`src/rtl/bias_seq_pkg.sv`:
```
package bias_seq_pkg;

  typedef enum logic [2:0] {
    ST_IDLE   = 3'd0,
    ST_CLOSE  = 3'd1,
    ST_WAIT_C = 3'd2,
    ST_LOAD   = 3'd3,
    ST_SETTLE = 3'd4,
    ST_OPEN   = 3'd5,
    ST_WAIT_O = 3'd6,
    ST_FINISH = 3'd7
  } seq_state_e;

  // relay is held closed from the close step through the settle wait
  function automatic logic relay_held(input seq_state_e s);
    return (s == ST_CLOSE) || (s == ST_WAIT_C) || (s == ST_LOAD) || (s == ST_SETTLE);
  endfunction

  // a wait step that ends when the shared timer reaches zero
  function automatic logic timed_step(input seq_state_e s);
    return (s == ST_WAIT_C) || (s == ST_SETTLE) || (s == ST_WAIT_O);
  endfunction

  function automatic logic [2:0] step_after_timer(input seq_state_e s);
    case (s)
      ST_WAIT_C: return ST_LOAD;
      ST_SETTLE: return ST_OPEN;
      default:   return ST_FINISH;
    endcase
  endfunction

endpackage

```
`src/rtl/bias_seq_timer.sv`:
```
module bias_seq_timer #(
  parameter int TW = 24
) (
  input  logic          clk,
  input  logic          rst_n,
  input  logic          load,
  input  logic [TW-1:0] load_val,
  output logic          expired
);
  logic [TW-1:0] cnt;

  always_ff @(posedge clk) begin
    if (!rst_n)           cnt <= '0;
    else if (load)        cnt <= load_val;
    else if (cnt != '0)   cnt <= cnt - 1'b1;
  end

  assign expired = (cnt == '0);

  // an unloaded nonzero timer steps down by exactly one per cycle
  a_r3_count_down: assert property (@(posedge clk) disable iff (!rst_n)
    (!load && cnt != '0) |=> (cnt == $past(cnt) - 1'b1));

endmodule

```
`src/rtl/bias_seq_chan.sv`:
```
module bias_seq_chan
  import bias_seq_pkg::*;
#(
  parameter int DW = 12,
  parameter int CW = 16,
  parameter int SW = 24
) (
  input  logic          clk,
  input  logic          rst_n,
  input  logic          start,
  input  logic [DW-1:0] value,
  input  logic [CW-1:0] contact,
  input  logic [SW-1:0] settle,
  input  logic          grant,
  output logic          req,
  output logic [DW-1:0] code,
  output logic          relay,
  output logic          busy_o,
  output logic          done_o,
  output logic          reject_o
);
  localparam int TW = (SW > CW) ? SW : CW;

  seq_state_e    state, state_nx;
  logic [DW-1:0] val_q;
  logic [CW-1:0] contact_q;
  logic [SW-1:0] settle_q;
  logic          rej_q;
  logic          accept, refuse;
  logic          tmr_load, tmr_expired;
  logic [TW-1:0] tmr_val;

  // named events for the assertions
  assign accept = start && (state == ST_IDLE);
  assign refuse = start && (state != ST_IDLE);

  always_comb begin
    state_nx = state;
    tmr_load = 1'b0;
    tmr_val  = TW'(contact_q);
    case (state)
      ST_IDLE:  if (accept) state_nx = ST_CLOSE;
      ST_CLOSE: begin tmr_load = 1'b1; state_nx = ST_WAIT_C; end
      ST_LOAD:  if (grant) begin
                  tmr_load = 1'b1;
                  tmr_val  = TW'(settle_q);
                  state_nx = ST_SETTLE;
                end
      ST_OPEN:  begin tmr_load = 1'b1; state_nx = ST_WAIT_O; end
      ST_FINISH: state_nx = ST_IDLE;
      default:  if (timed_step(state) && tmr_expired)
                  state_nx = seq_state_e'(step_after_timer(state));
    endcase
  end

  always_ff @(posedge clk) begin
    if (!rst_n) begin
      state     <= ST_IDLE;
      val_q     <= '0;
      contact_q <= '0;
      settle_q  <= '0;
      rej_q     <= 1'b0;
    end else begin
      state <= state_nx;
      if (accept) begin
        val_q     <= value;
        contact_q <= contact;
        settle_q  <= settle;
        rej_q     <= 1'b0;
      end else if (refuse) begin
        rej_q <= 1'b1;
      end
    end
  end

  bias_seq_timer #(.TW(TW)) u_timer (
    .clk     (clk),
    .rst_n   (rst_n),
    .load    (tmr_load),
    .load_val(tmr_val),
    .expired (tmr_expired)
  );

  assign req      = (state == ST_LOAD);
  assign code     = val_q;
  assign relay    = relay_held(state);
  assign busy_o   = (state != ST_IDLE);
  assign done_o   = (state == ST_FINISH);
  assign reject_o = rej_q;

  // a refused start leaves the running sequence and its value alone
  a_r6_refuse_keeps: assert property (@(posedge clk) disable iff (!rst_n)
    (refuse && state != ST_FINISH) |=> (busy_o && $stable(val_q)));

  // completion is a single-cycle pulse
  a_r4_done_pulse: assert property (@(posedge clk) disable iff (!rst_n)
    done_o |=> !done_o);

  // the converter request only follows a closed relay
  a_r2_req_after_close: assert property (@(posedge clk) disable iff (!rst_n)
    $rose(req) |-> $past(relay));

endmodule

```
`src/rtl/bias_load_arb.sv`:
```
module bias_load_arb #(
  parameter int NCH  = 2,
  parameter int DW   = 12,
  parameter int SELW = 1
) (
  input  logic                    clk,
  input  logic                    rst_n,
  input  logic [NCH-1:0]          req,
  input  logic [NCH-1:0][DW-1:0]  codes,
  input  logic [NCH-1:0]          relay,
  output logic [NCH-1:0]          grant,
  output logic                    dac_load,
  output logic [SELW-1:0]         dac_sel,
  output logic [DW-1:0]           dac_code
);

  // lowest index wins
  always_comb begin
    grant = '0;
    for (int i = 0; i < NCH; i++)
      if (req[i] && grant == '0) grant[i] = 1'b1;
  end

  always_ff @(posedge clk) begin
    if (!rst_n) begin
      dac_load <= 1'b0;
      dac_sel  <= '0;
      dac_code <= '0;
    end else begin
      dac_load <= |grant;
      for (int i = 0; i < NCH; i++)
        if (grant[i]) begin
          dac_sel  <= SELW'(i);
          dac_code <= codes[i];
        end
    end
  end

  // at most one channel granted per cycle
  a_r9_one_grant: assert property (@(posedge clk) disable iff (!rst_n)
    $onehot0(grant));

  // a converter strobe never lands on a channel with an open relay
  a_r2_load_needs_relay: assert property (@(posedge clk) disable iff (!rst_n)
    dac_load |-> relay[dac_sel]);

endmodule

```
`src/rtl/bias_charge_seq.sv`:
```
module bias_charge_seq #(
  parameter int NCH = 2,
  parameter int DW  = 12,
  parameter int CW  = 16,
  parameter int SW  = 24,
  localparam int SELW = (NCH > 1) ? $clog2(NCH) : 1
) (
  input  logic            clk,
  input  logic            rst_n,
  input  logic            cmd_start,
  input  logic [SELW-1:0] cmd_chan,
  input  logic [DW-1:0]   cmd_value,
  input  logic [CW-1:0]   cmd_contact,
  input  logic [SW-1:0]   cmd_settle,
  output logic [NCH-1:0]  relay_close,
  output logic            dac_load,
  output logic [SELW-1:0] dac_sel,
  output logic [DW-1:0]   dac_code,
  output logic [NCH-1:0]  busy,
  output logic [NCH-1:0]  done,
  output logic [NCH-1:0]  busy_reject
);

  logic [NCH-1:0]         start_v, req_v, grant_v;
  logic [NCH-1:0][DW-1:0] code_v;

  for (genvar ch = 0; ch < NCH; ch++) begin : g_chan
    assign start_v[ch] = cmd_start && (cmd_chan == SELW'(ch));

    bias_seq_chan #(.DW(DW), .CW(CW), .SW(SW)) u_chan (
      .clk     (clk),
      .rst_n   (rst_n),
      .start   (start_v[ch]),
      .value   (cmd_value),
      .contact (cmd_contact),
      .settle  (cmd_settle),
      .grant   (grant_v[ch]),
      .req     (req_v[ch]),
      .code    (code_v[ch]),
      .relay   (relay_close[ch]),
      .busy_o  (busy[ch]),
      .done_o  (done[ch]),
      .reject_o(busy_reject[ch])
    );
  end

  bias_load_arb #(.NCH(NCH), .DW(DW), .SELW(SELW)) u_arb (
    .clk     (clk),
    .rst_n   (rst_n),
    .req     (req_v),
    .codes   (code_v),
    .relay   (relay_close),
    .grant   (grant_v),
    .dac_load(dac_load),
    .dac_sel (dac_sel),
    .dac_code(dac_code)
  );

  // the first cycle out of reset has every relay open and no strobe
  a_r10_reset_quiet: assert property (@(posedge clk)
    !rst_n |=> (relay_close == '0 && !dac_load));

endmodule

```
`config.mk`:
```
export PLATFORM = sky130hd
export DESIGN_NAME = bias_charge_seq
export DESIGN_NICKNAME = d
export VERILOG_FILES = /design/src/rtl/bias_seq_pkg.sv /design/src/rtl/bias_seq_timer.sv /design/src/rtl/bias_seq_chan.sv /design/src/rtl/bias_load_arb.sv /design/src/rtl/bias_charge_seq.sv
export SDC_FILE = /design/constraint.sdc
export NUM_CORES = 1
export LEC_CHECK = 0
export ABC_AREA = 1
export BUFFER_PORTS_ARGS = -buffer_cell sky130_fd_sc_hd__buf_4
export CAP_MARGIN = 20
export CORE_MARGIN = 8
export CORE_UTILIZATION = 35
export DETAILED_ROUTE_END_ITERATION = 6
export PLACE_DENSITY = 0.5
export REMOVE_ABC_BUFFERS = 1
export SYNTH_ARGS = -nofsm -noshare
export SYNTH_HDL_FRONTEND = slang
export SYNTH_HIERARCHICAL = 1
export SYNTH_SLANG_ARGS = --single-unit
```
`constraint.sdc`:
```
create_clock -name clk -period 3 [get_ports clk]
set_input_delay 0.3 -clock clk [delete_from_list [all_inputs] [get_ports clk]]
set_output_delay 0.3 -clock clk [all_outputs]
set_load 0.05 [all_outputs]
```
Yosys cells after proc, flatten, opt, wreduce, memory -nomap -nowiden
Index checks and enable logic that the tools add are counted.
{"block": "word_totals", "reg_bits": 174, "output_inout_bits": 22, "input_bits": 56, "wordCells": 105}
{"block": "classes", "bitwise_logic": 3, "eq_ne": 18, "add_sub_neg": 2, "muxes": 28, "n_reduce_logical": 39}
{"cell": "two-way mux 24 bit", "count": 8}
{"cell": "logical NOT 24 bit", "count": 2}
{"cell": "nonzero test 24 bit", "count": 2}
{"cell": "subtractor 24 x 1 -> 24 bit (second input constant)", "count": 2}
{"cell": "case mux 3 bit (5 select lines)", "count": 2}
{"cell": "equality test 3 bit (second input constant)", "count": 8}
{"cell": "two-way mux 12 bit", "count": 2}
{"cell": "two-way mux 3 bit", "count": 6}
{"cell": "equality test 3 x 2 -> 1 bit (second input constant)", "count": 4}
{"cell": "case mux 3 bit (2 select lines)", "count": 2}
{"cell": "nonzero test 6 bit", "count": 2}
{"cell": "logical OR 1 bit", "count": 10}
{"cell": "OR reduction 2 bit", "count": 5}
{"cell": "logical AND 1 bit", "count": 9}
{"cell": "!= test 2 x 1 -> 1 bit (second input constant)", "count": 4}
{"cell": "equality test 3 x 1 -> 1 bit (second input constant)", "count": 2}
{"cell": "logical NOT 3 bit", "count": 2}
{"cell": "two-way mux 1 bit", "count": 6}
{"cell": "AND reduction 3 bit", "count": 2}
{"cell": "nonzero test 2 bit", "count": 3}
{"cell": "nonzero test 3 bit", "count": 2}
{"cell": "case mux 1 bit (2 select lines)", "count": 2}
{"cell": "NOT 1 bit", "count": 3}

Logic depth before layout (Yosys ltp)
Gate-level depths: netlist of the first run.
{"block": "logic_depth", "depth_word": 8, "mapped_depth": 17, "mapped_depth_nobuf": 12}

Hierarchy
The synthesis of the first run kept the hierarchy.
{"mod": "bias_seq_chan", "area_per_inst_um2": 2494.9, "seq_area_each_um2": 1121.1, "n_inst": 2, "cells_per_inst": 338}
{"mod": "bias_seq_timer at g_chan[1].u_chan.u_timer", "area_per_inst_um2": 1791.7, "seq_area_each_um2": 480.5, "n_inst": 1, "cells_per_inst": 279}
{"mod": "bias_seq_timer at g_chan[0].u_chan.u_timer", "area_per_inst_um2": 1774.2, "seq_area_each_um2": 480.5, "n_inst": 1, "cells_per_inst": 277}
{"mod": "bias_load_arb", "area_per_inst_um2": 684.4, "seq_area_each_um2": 280.3, "n_inst": 1, "cells_per_inst": 101}
{"mod": "bias_charge_seq", "area_per_inst_um2": 17.5, "seq_area_each_um2": 0.0, "n_inst": 1, "cells_per_inst": 4}

Least setup slack after synthesis of the first run
Ideal clock, no wire load.
{"block": "synth_timing", "path_type": "register to register", "from": "reg g_chan[0].u_chan.state[0]", "to": "reg g_chan[1].u_chan.u_timer.cnt[8]", "setup_slack_ps": 299, "arrival_ps": 2573, "t_required_ps": 2872, "stages_incl_launch_ff": 17, "setup_time_ps": 128, "period_less_slack_ps": 2701, "path_buffers": 7, "path_cell_list": "dfxtp_1 nand2_4 nor2_8 buf_4 buf_4 buf_2 nor2_1 buf_2 nand2_4 buf_6 o21ai_0 buf_2 inv_1 buf_2 nand4_1 o211ai_1 nor2_1"}
{"block": "synth_via", "elab_chain_len": 8, "word_cells_on_any_way": 11, "cone_classes": "eq/ne (1); mux (7); bitwise (1); reduce/logical (2)"}
{"element": "from (decl)", "line_no": "bias_seq_chan.sv:24", "source": "seq_state_e state, state_nx;"}
{"element": "from (signal assigned)", "line_no": "bias_seq_chan.sv:64", "source": "state <= state_nx;"}
{"element": "equality test 3 x 2 -> 1 bit *", "line_no": "bias_seq_chan.sv:84", "source": "assign req = (state == ST_LOAD);"}
{"element": "net req_v[0]", "line_no": "bias_charge_seq.sv:24", "source": "logic [NCH-1:0] start_v, req_v, grant_v;"}
{"element": "two-way mux 1 bit *", "line_no": "bias_load_arb.sv:21", "source": "if (req[i] && grant == '0) grant[i] = 1'b1;"}
{"element": "NOT 1 bit *", "line_no": "bias_load_arb.sv:21"}
{"element": "logical AND 1 bit *", "line_no": "bias_load_arb.sv:21"}
{"element": "two-way mux 1 bit *", "line_no": "bias_load_arb.sv:21"}
{"element": "net grant_v[1]", "line_no": "bias_charge_seq.sv:24"}
{"element": "two-way mux 1 bit *", "line_no": "bias_seq_chan.sv:44", "source": "ST_LOAD: if (grant) begin"}
{"element": "case mux 1 bit (2 select lines) *", "line_no": "bias_seq_chan.sv:41", "source": "case (state)"}
{"element": "net g_chan[1].u_chan.tmr_load", "line_no": "bias_seq_chan.sv:30", "source": "logic tmr_load, tmr_expired;"}
{"element": "two-way mux 24 bit or nonzero test 2 bit (tied branches)"}
{"element": "to (signal assigned)", "line_no": "bias_seq_timer.sv:14", "source": "else if (load) cnt <= load_val;"}
{"element": "to (signal assigned)", "line_no": "bias_seq_timer.sv:15", "source": "else if (cnt != '0) cnt <= cnt - 1'b1;"}
{"element": "to (decl)", "line_no": "bias_seq_timer.sv:10", "source": "logic [TW-1:0] cnt;"}
The timed path passes the listed nets; every way through them passes the cells marked *.
A chain may end at the register's enable or synchronous reset.

Worst setup path in the final report of the first run
{"block": "layout_timing", "from": "reg g_chan[1].u_chan.state[0]", "to": "reg g_chan[1].u_chan.u_timer.cnt[23]"}
{"block": "layout_via", "elab_chain_len": 6, "word_cells_on_any_way": 12, "cone_classes": "eq/ne (3); mux (6); reduce/logical (3)"}
{"element": "from (decl)", "line_no": "bias_seq_chan.sv:24"}
{"element": "from (signal assigned)", "line_no": "bias_seq_chan.sv:64"}
{"element": "equality test 3 x 2 -> 1 bit *", "line_no": "bias_seq_chan.sv:84"}
{"element": "net req_v[1]", "line_no": "bias_charge_seq.sv:24"}
{"element": "logical AND 1 bit *", "line_no": "bias_load_arb.sv:21"}
{"element": "two-way mux 1 bit *", "line_no": "bias_load_arb.sv:21"}
{"element": "net grant_v[1]", "line_no": "bias_charge_seq.sv:24"}
{"element": "two-way mux 1 bit *", "line_no": "bias_seq_chan.sv:44"}
{"element": "case mux 1 bit (2 select lines) *", "line_no": "bias_seq_chan.sv:41"}
{"element": "net g_chan[1].u_chan.tmr_load", "line_no": "bias_seq_chan.sv:30"}
{"element": "two-way mux 24 bit or nonzero test 2 bit (tied branches)"}
Marked as above.

==> results of run 1 <==
[metal layers]
| metal | track usage | part of all wire | up-vias | wire [µm] |
|---|---|---|---|---|
| met2 | 0.276 | 0.46 | 158 | 12500 |
| met4 | 0.0530 | 0.020 | 0 | 542 |
| met1 | 0.228 | 0.47 | 3930 | 12700 |
| met3 | 0.0332 | 0.043 | 31 | 1170 |
| met5 | 0 | 0 | - | 0 |
| li1 | - | - | 4360 | - |
[cell usage in the layout, fill, tap and decap left out, types with 3 or more instances in the layout]
cell | netlist | routed
o21a_1 | 5 | 5
nor3_1 | 3 | 3
nand3_1 | 198 | 198
xor2_1 | 9 | 9
nor2_4 | 13 | 14
nand4_1 | 20 | 20
clkbuf_16 | 0 | 17
o211ai_1 | 4 | 4
nand2_4 | 7 | 7
a21oi_2 | 12 | 12
o21ai_1 | 1 | 3
xnor2_1 | 4 | 4
buf_4 | 14 | 86
bufinv_16 | 0 | 4
inv_8 | 0 | 3
nand2_1 | 364 | 364
dfxtp_1 | 174 | 174
o21ai_0 | 16 | 14
inv_2 | 5 | 6
nor2_2 | 24 | 23
nor2_1 | 116 | 116
ha_1 | 4 | 4
nor2_8 | 6 | 6
inv_1 | 104 | 103
a21oi_1 | 128 | 128
inv_6 | 0 | 5
nand2_2 | 33 | 33
[worst paths after layout]
path,startpoint,endpoint,slack [ns],depth (start not counted)
hold / removal,cmd_value[11],g_chan[0].u_chan/code[11]$_SDFFE_PN0P_,0.16,3
setup / recovery,g_chan[1].u_chan/state[0]$_SDFFE_PN0P_,g_chan[1].u_chan/u_timer/cnt[23]$_SDFFE_PN0P_,0.48,11
setup reg to reg,g_chan[1].u_chan/state[0]$_SDFFE_PN0P_,g_chan[1].u_chan/u_timer/cnt[23]$_SDFFE_PN0P_,0.48,11
hold reg to reg,g_chan[0].u_chan/settle_q[6]$_SDFFE_PN0P_,g_chan[0].u_chan/settle_q[6]$_SDFFE_PN0P_,0.46,2
[cell families after synthesis]
group                      count (synthesis)  synth area share
AOI/OAI and AO/OA                        170             0.102
adders and majority gates                  4           0.00541
xor gates and xnor gates                  13            0.0123
and+or+nand+nor                          790             0.402
DFF                                      174             0.376
buffers and inverters                    186             0.102
[synthesized netlist by cell type (all sizes together)]
library cell	instances
xor2	9
dfxtp	174
and2	1
buf	45
o21a	5
ha	4
xnor2	4
nand4	20
nor3	3
o221ai	2
clkbuf	30
or2	1
inv	111
nor2	159
nand3	200
o211ai	4
a21oi	142
o21ai	17
nand2	406
[power by group through the flow]
stage	Combinational, W	Clock (W)	Sequential (W)
2_1_floorplan	0.00454	0	0.00320
3_3_place_gp	0.00595	0	0.00327
3_5_place_dp	0.00598	0	0.00326
4_1_cts	0.00600	0.00255	0.00322
5_1_grt	0.00671	0.00264	0.00329
6_report	0.00594	0.00250	0.00322
[metrics by stage]
step / setup TNS [ns] / hold slack [ns] / total power [W] / setup slack (ns) / instance area (µm²)
after floorplan: -17.41 / 0.398 / 0.00774 / -0.719 / 8740
final: 0 / 0.158 / 0.0117 / 0.483 / 10500
after CTS: 0 / 0.142 / 0.0118 / 0.468 / 10500
after global placement: 0 / 0.448 / 0.00923 / 0.575 / 9830
after detailed placement: 0 / 0.452 / 0.00924 / 0.495 / 9830
after global routing: 0 / 0.150 / 0.0126 / 0.222 / 10500
[state kept, by name (all words and copies together), names as in the netlist]
name / cells
g_chan.u_chan/u_timer/cnt: 48
g_chan.u_chan/state: 6
g_chan.u_chan/contact_q: 32
u_arb/dac_load: 1
u_arb/dac_sel: 1
g_chan.u_chan/reject_o: 2
g_chan.u_chan/code: 24
u_arb/dac_code: 12
g_chan.u_chan/settle_q: 48
[worst max-delay path, cell delays in order (launching register included)]
cell and delay [ns]:
dfxtp_1 0.55, nand2_4 0.13, nor2_8 0.29, inv_1 0.07, nor2_1 0.21, nand2_4 0.24, o21ai_1 0.21, inv_1 0.22
nand2_4 0.16, inv_4 0.11, nand2_1 0.08, a21oi_1 0.05
[cell type report]
class	instances	share of cell area
multi-input combinational	977	0.461
sequential	174	0.332
timing repair buffer	87	0.0635
clock buffer	18	0.0419
inverter	111	0.0402
tap	335	0.0400
clock inverter	14	0.0211
==> metrics.cfg, run 1 <==
[timing]
hold_viol_final=0
min_period_over_period=0.839
finalSetupViolCount=0
slew_violations=0
rsz0062_at_grt=no
slew_headroom=0.288
worst_pin_slew_ns=1.07
finalCriticalPeriod_ns=2.52
clock_skew_ns=0.0125
max_freq_mhz=397

[placed_design]
io_buffers=77
placedCellCount=1684
dp_hpwl_mm=18.8
gp_congestion=0.847

[drt]
via_per_inst=4.94
wl_mm=27.0
route.detailed.wl_per_inst_um=15.7
drt_iter0_drc=499
drc=0
antenna_left=0
first_pass_iters=5
vias=8479

[global_route]
grt_max_degree=54
grt-ovfl-total=0
grt_pass1_wl_mm=43.9
antenna_found_initial=0
grt_pass1_vias=8250
track_usage=0.172

[synthesis]
yosysWarnings=6
synth_top_cells_by_area=dfxtp_1 (38%), nand2_1 (15%), nand3_1 (11%)
yosysTopAreaCell=dfxtp_1
synth_area_um2=9260
synth_cells=1337
syn_avg_cell_area_um2=6.92
synth_cell_type_count=34
ys_ff_latch=174
synth_top_area_frac=0.376
yosysSeqAreaShare=0.376

[power_and_ir_drop]
p_int_w=0.00613
leakagePower_nw=4.45
vdd_ir_drop_max_mv=0.442
clockPowerShare=0.214
p_sw_frac=0.475
power_frac_comb=0.509
powerDensity_nw_per_um2=1110
p_switching_w=0.00554
seqPwrFrac=0.276

[cells_and_area]
diodes=0
fill_cells=2846
nNetsFinal=1428
seqCellArea_um2=3480
multiInputGateArea_um2=4840
area.growth.synth_to_final_pct=13.3
fin_util=0.404
fin_cells=1716
layout-drive-gt1-share=0.166

[clock_tree]
clock_latency_ns=0.43
cts_buffers=17
holdBufCountCts=0
clockRootBuffer=clkbuf_16
cts_max_path_buffers=2
cts_sinks=174
cts.repair.resized=0
cts_setup_buffers=0
clk_pin_slew_ns=0.08
tritoncts=yes
cts_max_level=4

[status]
status=finished clean

[worst_setup_path]
crit_fanout=26
cp.required_ns=3.27
startpoint_type=register
crit_type=reg -> reg
crit_arrival_ns=2.79
endpoint_kind=register

[floorplan]
io-pin-count=78
fp.dieW_um=179
rows=59
fp.dieArea_um2=31900
die_h_um=179
core_um2=26000
initial_core_util=0.356

[job]
drv_cap=0

[min_path]
hold_class=in -> reg

No activity file was read; power rests on OpenSTA's default activity.
==> run 2: changes to the inputs <==
Clock period 3 ns to 2.5 ns, I/O delays scaled along.
==> run 2 against run 1 <==
- register-to-register slack got worse by 0.09 ns
- hold slack got worse by 0.049 ns
- combinational power rose by 22%
- sequential share of layout area fell by 0.13 points
- final cell count rose by 0.23%
- count of clock-buffer cells in the layout did not move
- maximum frequency rose by 19%
- setup slack got worse by 0.094 ns
- power rose by 20%
- critical path depth fell by 2
- utilization rose by 0.16 points
- largest cell class unchanged
==> metrics.cfg, run 2 (synthesis results as in run 1) <==
[worst_setup_path]
crit_type=reg -> reg
ff2ff_path_depth=9  ; -2
rr_startpoint=g_chan[0].u_chan/state[1]$_SDFFE_PN0P_
crit_arrival_ns=2.38  ; -0.41 ns
crit_fanout=26  ; unchanged
crit_path_frequent_cell=nand2_4
crit_chain=nand2_4, nor2_8, nand2_4, o21ai_1, inv_1, nand2_4, inv_4, nand2_1, a21oi_1
crit_slowest_cell=dfxtp_1
startpoint_type=register
critical_path.top_delay_family=simple AND/OR/NAND/NOR gates
r2r_end=g_chan[0].u_chan/u_timer/cnt[23]$_SDFFE_PN0P_
rrSetupSlack_ns=0.39  ; -0.09 ns
slowest_delay_ns=0.41  ; -0.14 ns
cp.required_ns=2.77  ; -0.50 ns
endpoint_kind=register
cp.buffers_inverters=2  ; -1

[drt]
vias=8448  ; -0.37%
route.detailed.wl_per_inst_um=15.6  ; -0.79%
drc=0  ; unchanged
drt_iter0_drc=471  ; -5.6%
first_pass_iters=5  ; unchanged
antenna_left=0  ; unchanged
via_per_inst=4.91  ; -0.60%
wl_mm=26.8  ; -0.56%

[clock_tree]
cts_max_level=4  ; unchanged
cts_buffers=17  ; unchanged
cts_sinks=174  ; unchanged
cts.repair.resized=0  ; unchanged
cts_max_path_buffers=2  ; unchanged
holdBufCountCts=0  ; unchanged
clockRootBuffer=clkbuf_16
cts_setup_buffers=0  ; unchanged
tritoncts=yes
clk_pin_slew_ns=0.07  ; about the same
clock_latency_ns=0.43  ; about the same

[cells_and_area]
layout-drive-gt1-share=0.168  ; +0.00241
diodes=0  ; unchanged
top_regs=g_chan.u_chan/settle_q (48), g_chan.u_chan/u_timer/cnt (48), g_chan.u_chan/contact_q (32)
fin_area_um2=10500  ; +0.41%
nNetsFinal=1433  ; +0.35%
layout_commonest_cell=nand2_1
fin_util=0.405  ; +0.00164
area.growth.synth_to_final_pct=13.8
most-common-layout-cells=nand2_1 (364), nand3_1 (198), dfxtp_1 (174)
fin_cells=1720  ; +0.23%

[timing]
worst_pin_slew_ns=0.902  ; -0.164 ns
slew_violations=0  ; unchanged
slew_headroom=0.398  ; +0.110
finalSetupViolCount=0  ; unchanged
finalCriticalPeriod_ns=2.11  ; -0.406 ns
rsz0062_at_grt=no
min_period_over_period=0.844  ; +0.00551
clock_skew_ns=0.0105  ; -0.00200 ns
hold_viol_final=0  ; unchanged
whs_ns=0.109  ; -0.0491 ns
max_freq_mhz=474  ; +19%

[global_route]
antenna_found_initial=0  ; unchanged
grt_pass1_vias=8170  ; -0.97%
track_usage=0.172  ; +0.000467
grt_pass1_wl_mm=44.0  ; +0.25%
grt_max_degree=54  ; unchanged
grt-ovfl-total=0  ; unchanged

[job]
drv_cap=0  ; unchanged

[power_and_ir_drop]
vdd_ir_drop_max_mv=0.499  ; +13%
powerDensity_nw_per_um2=1330  ; +19%
power.total_w=0.0140  ; +20%
leakagePower_nw=4.47  ; +0.45%

[floorplan]
io-pin-count=78  ; unchanged
fp.dieArea_um2=31900  ; unchanged
fp.dieW_um=179  ; unchanged
core_um2=26000  ; unchanged
die_h_um=179  ; unchanged
rows=59  ; unchanged
initial_core_util=0.356  ; unchanged

[min_path]
hold_class=in -> reg
holdPathEnd=g_chan[1].u_chan/code[2]$_SDFFE_PN0P_
hold_path_depth=3  ; unchanged
min_from=cmd_value[2]

[placed_design]
io_buffers=77  ; unchanged
dpl_cell_area_um2=9890  ; +0.64%
placedCellCount=1689  ; +0.30%
dp_hpwl_mm=19.2  ; +2.1%
gp_congestion=0.828  ; -2.2%

[status]
status=finished clean

## run 2: cell count changes in the layout (fill, tap and decap cells not counted)
cell        delta
buf_12         +2
buf_4          +3
inv_6          -1
inv_8          -1
clkinv_8       -1
clkinvlp_4     +1
clkinv_4       +1
## run 2: worst max-delay path by stage
stage	start	endpoint	slack (ns)	cells after the start
after floorplan	g_chan[1].u_chan/state[0]$_SDFFE_PN0P_	g_chan[1].u_chan/u_timer/cnt[13]$_SDFFE_PN0P_	-1.22	11
after global placement	g_chan[0].u_chan/state[1]$_SDFFE_PN0P_	g_chan[0].u_chan/u_timer/cnt[8]$_SDFFE_PN0P_	0.43	8
after detailed placement	g_chan[0].u_chan/state[1]$_SDFFE_PN0P_	g_chan[0].u_chan/u_timer/cnt[23]$_SDFFE_PN0P_	0.35	9
after CTS	g_chan[0].u_chan/state[1]$_SDFFE_PN0P_	g_chan[0].u_chan/u_timer/cnt[23]$_SDFFE_PN0P_	0.34	9
after global routing	g_chan[0].u_chan/state[1]$_SDFFE_PN0P_	g_chan[0].u_chan/u_timer/cnt[23]$_SDFFE_PN0P_	0.16	9
final	g_chan[0].u_chan/state[1]$_SDFFE_PN0P_	g_chan[0].u_chan/u_timer/cnt[23]$_SDFFE_PN0P_	0.39	9
## run 2: metrics by stage
stage                     setup TNS, ns  setup slack, ns
final                                 0            0.389
after global routing                  0            0.161
after CTS                             0            0.335
after detailed placement              0            0.354
after global placement                0            0.429
after floorplan                  -41.21            -1.22
## run 2: final cells by class
| type | count | area, µm² |
|---|---|---|
| clock buffer | 18 | 439 |
| clock inverter | 13 | 201 |
| fill | 2818 | 15500 |
| inverter | 111 | 422 |
| multi-input combinational | 977 | 4840 |
| sequential | 174 | 3480 |
| tap | 335 | 419 |
| timing repair buffer | 92 | 728 |
## run 2: power breakdown
part	total, W	internal, W	switching (W)
clock network	0.00292	0.00172	0.00119
logic	0.00723	0.00230	0.00493
registers	0.00384	0.00333	0.000512
total	0.0140	0.00736	0.00663
## run 2: tightest hold or removal path, cell delays in order
cell,delay (ns)
buf_4,0.12
nand3_1,0.07
a21oi_1,0.05
## run 2: layer usage
metal,GRT usage,part of all wire,wire (µm),vias to the layer above
li1,-,-,-,4376
met1,0.226,0.48,12800,3911
met2,0.282,0.47,12500,143
met3,0.0404,0.046,1240,18
met4,0.0382,0.011,303,0
met5,0,0,0,-
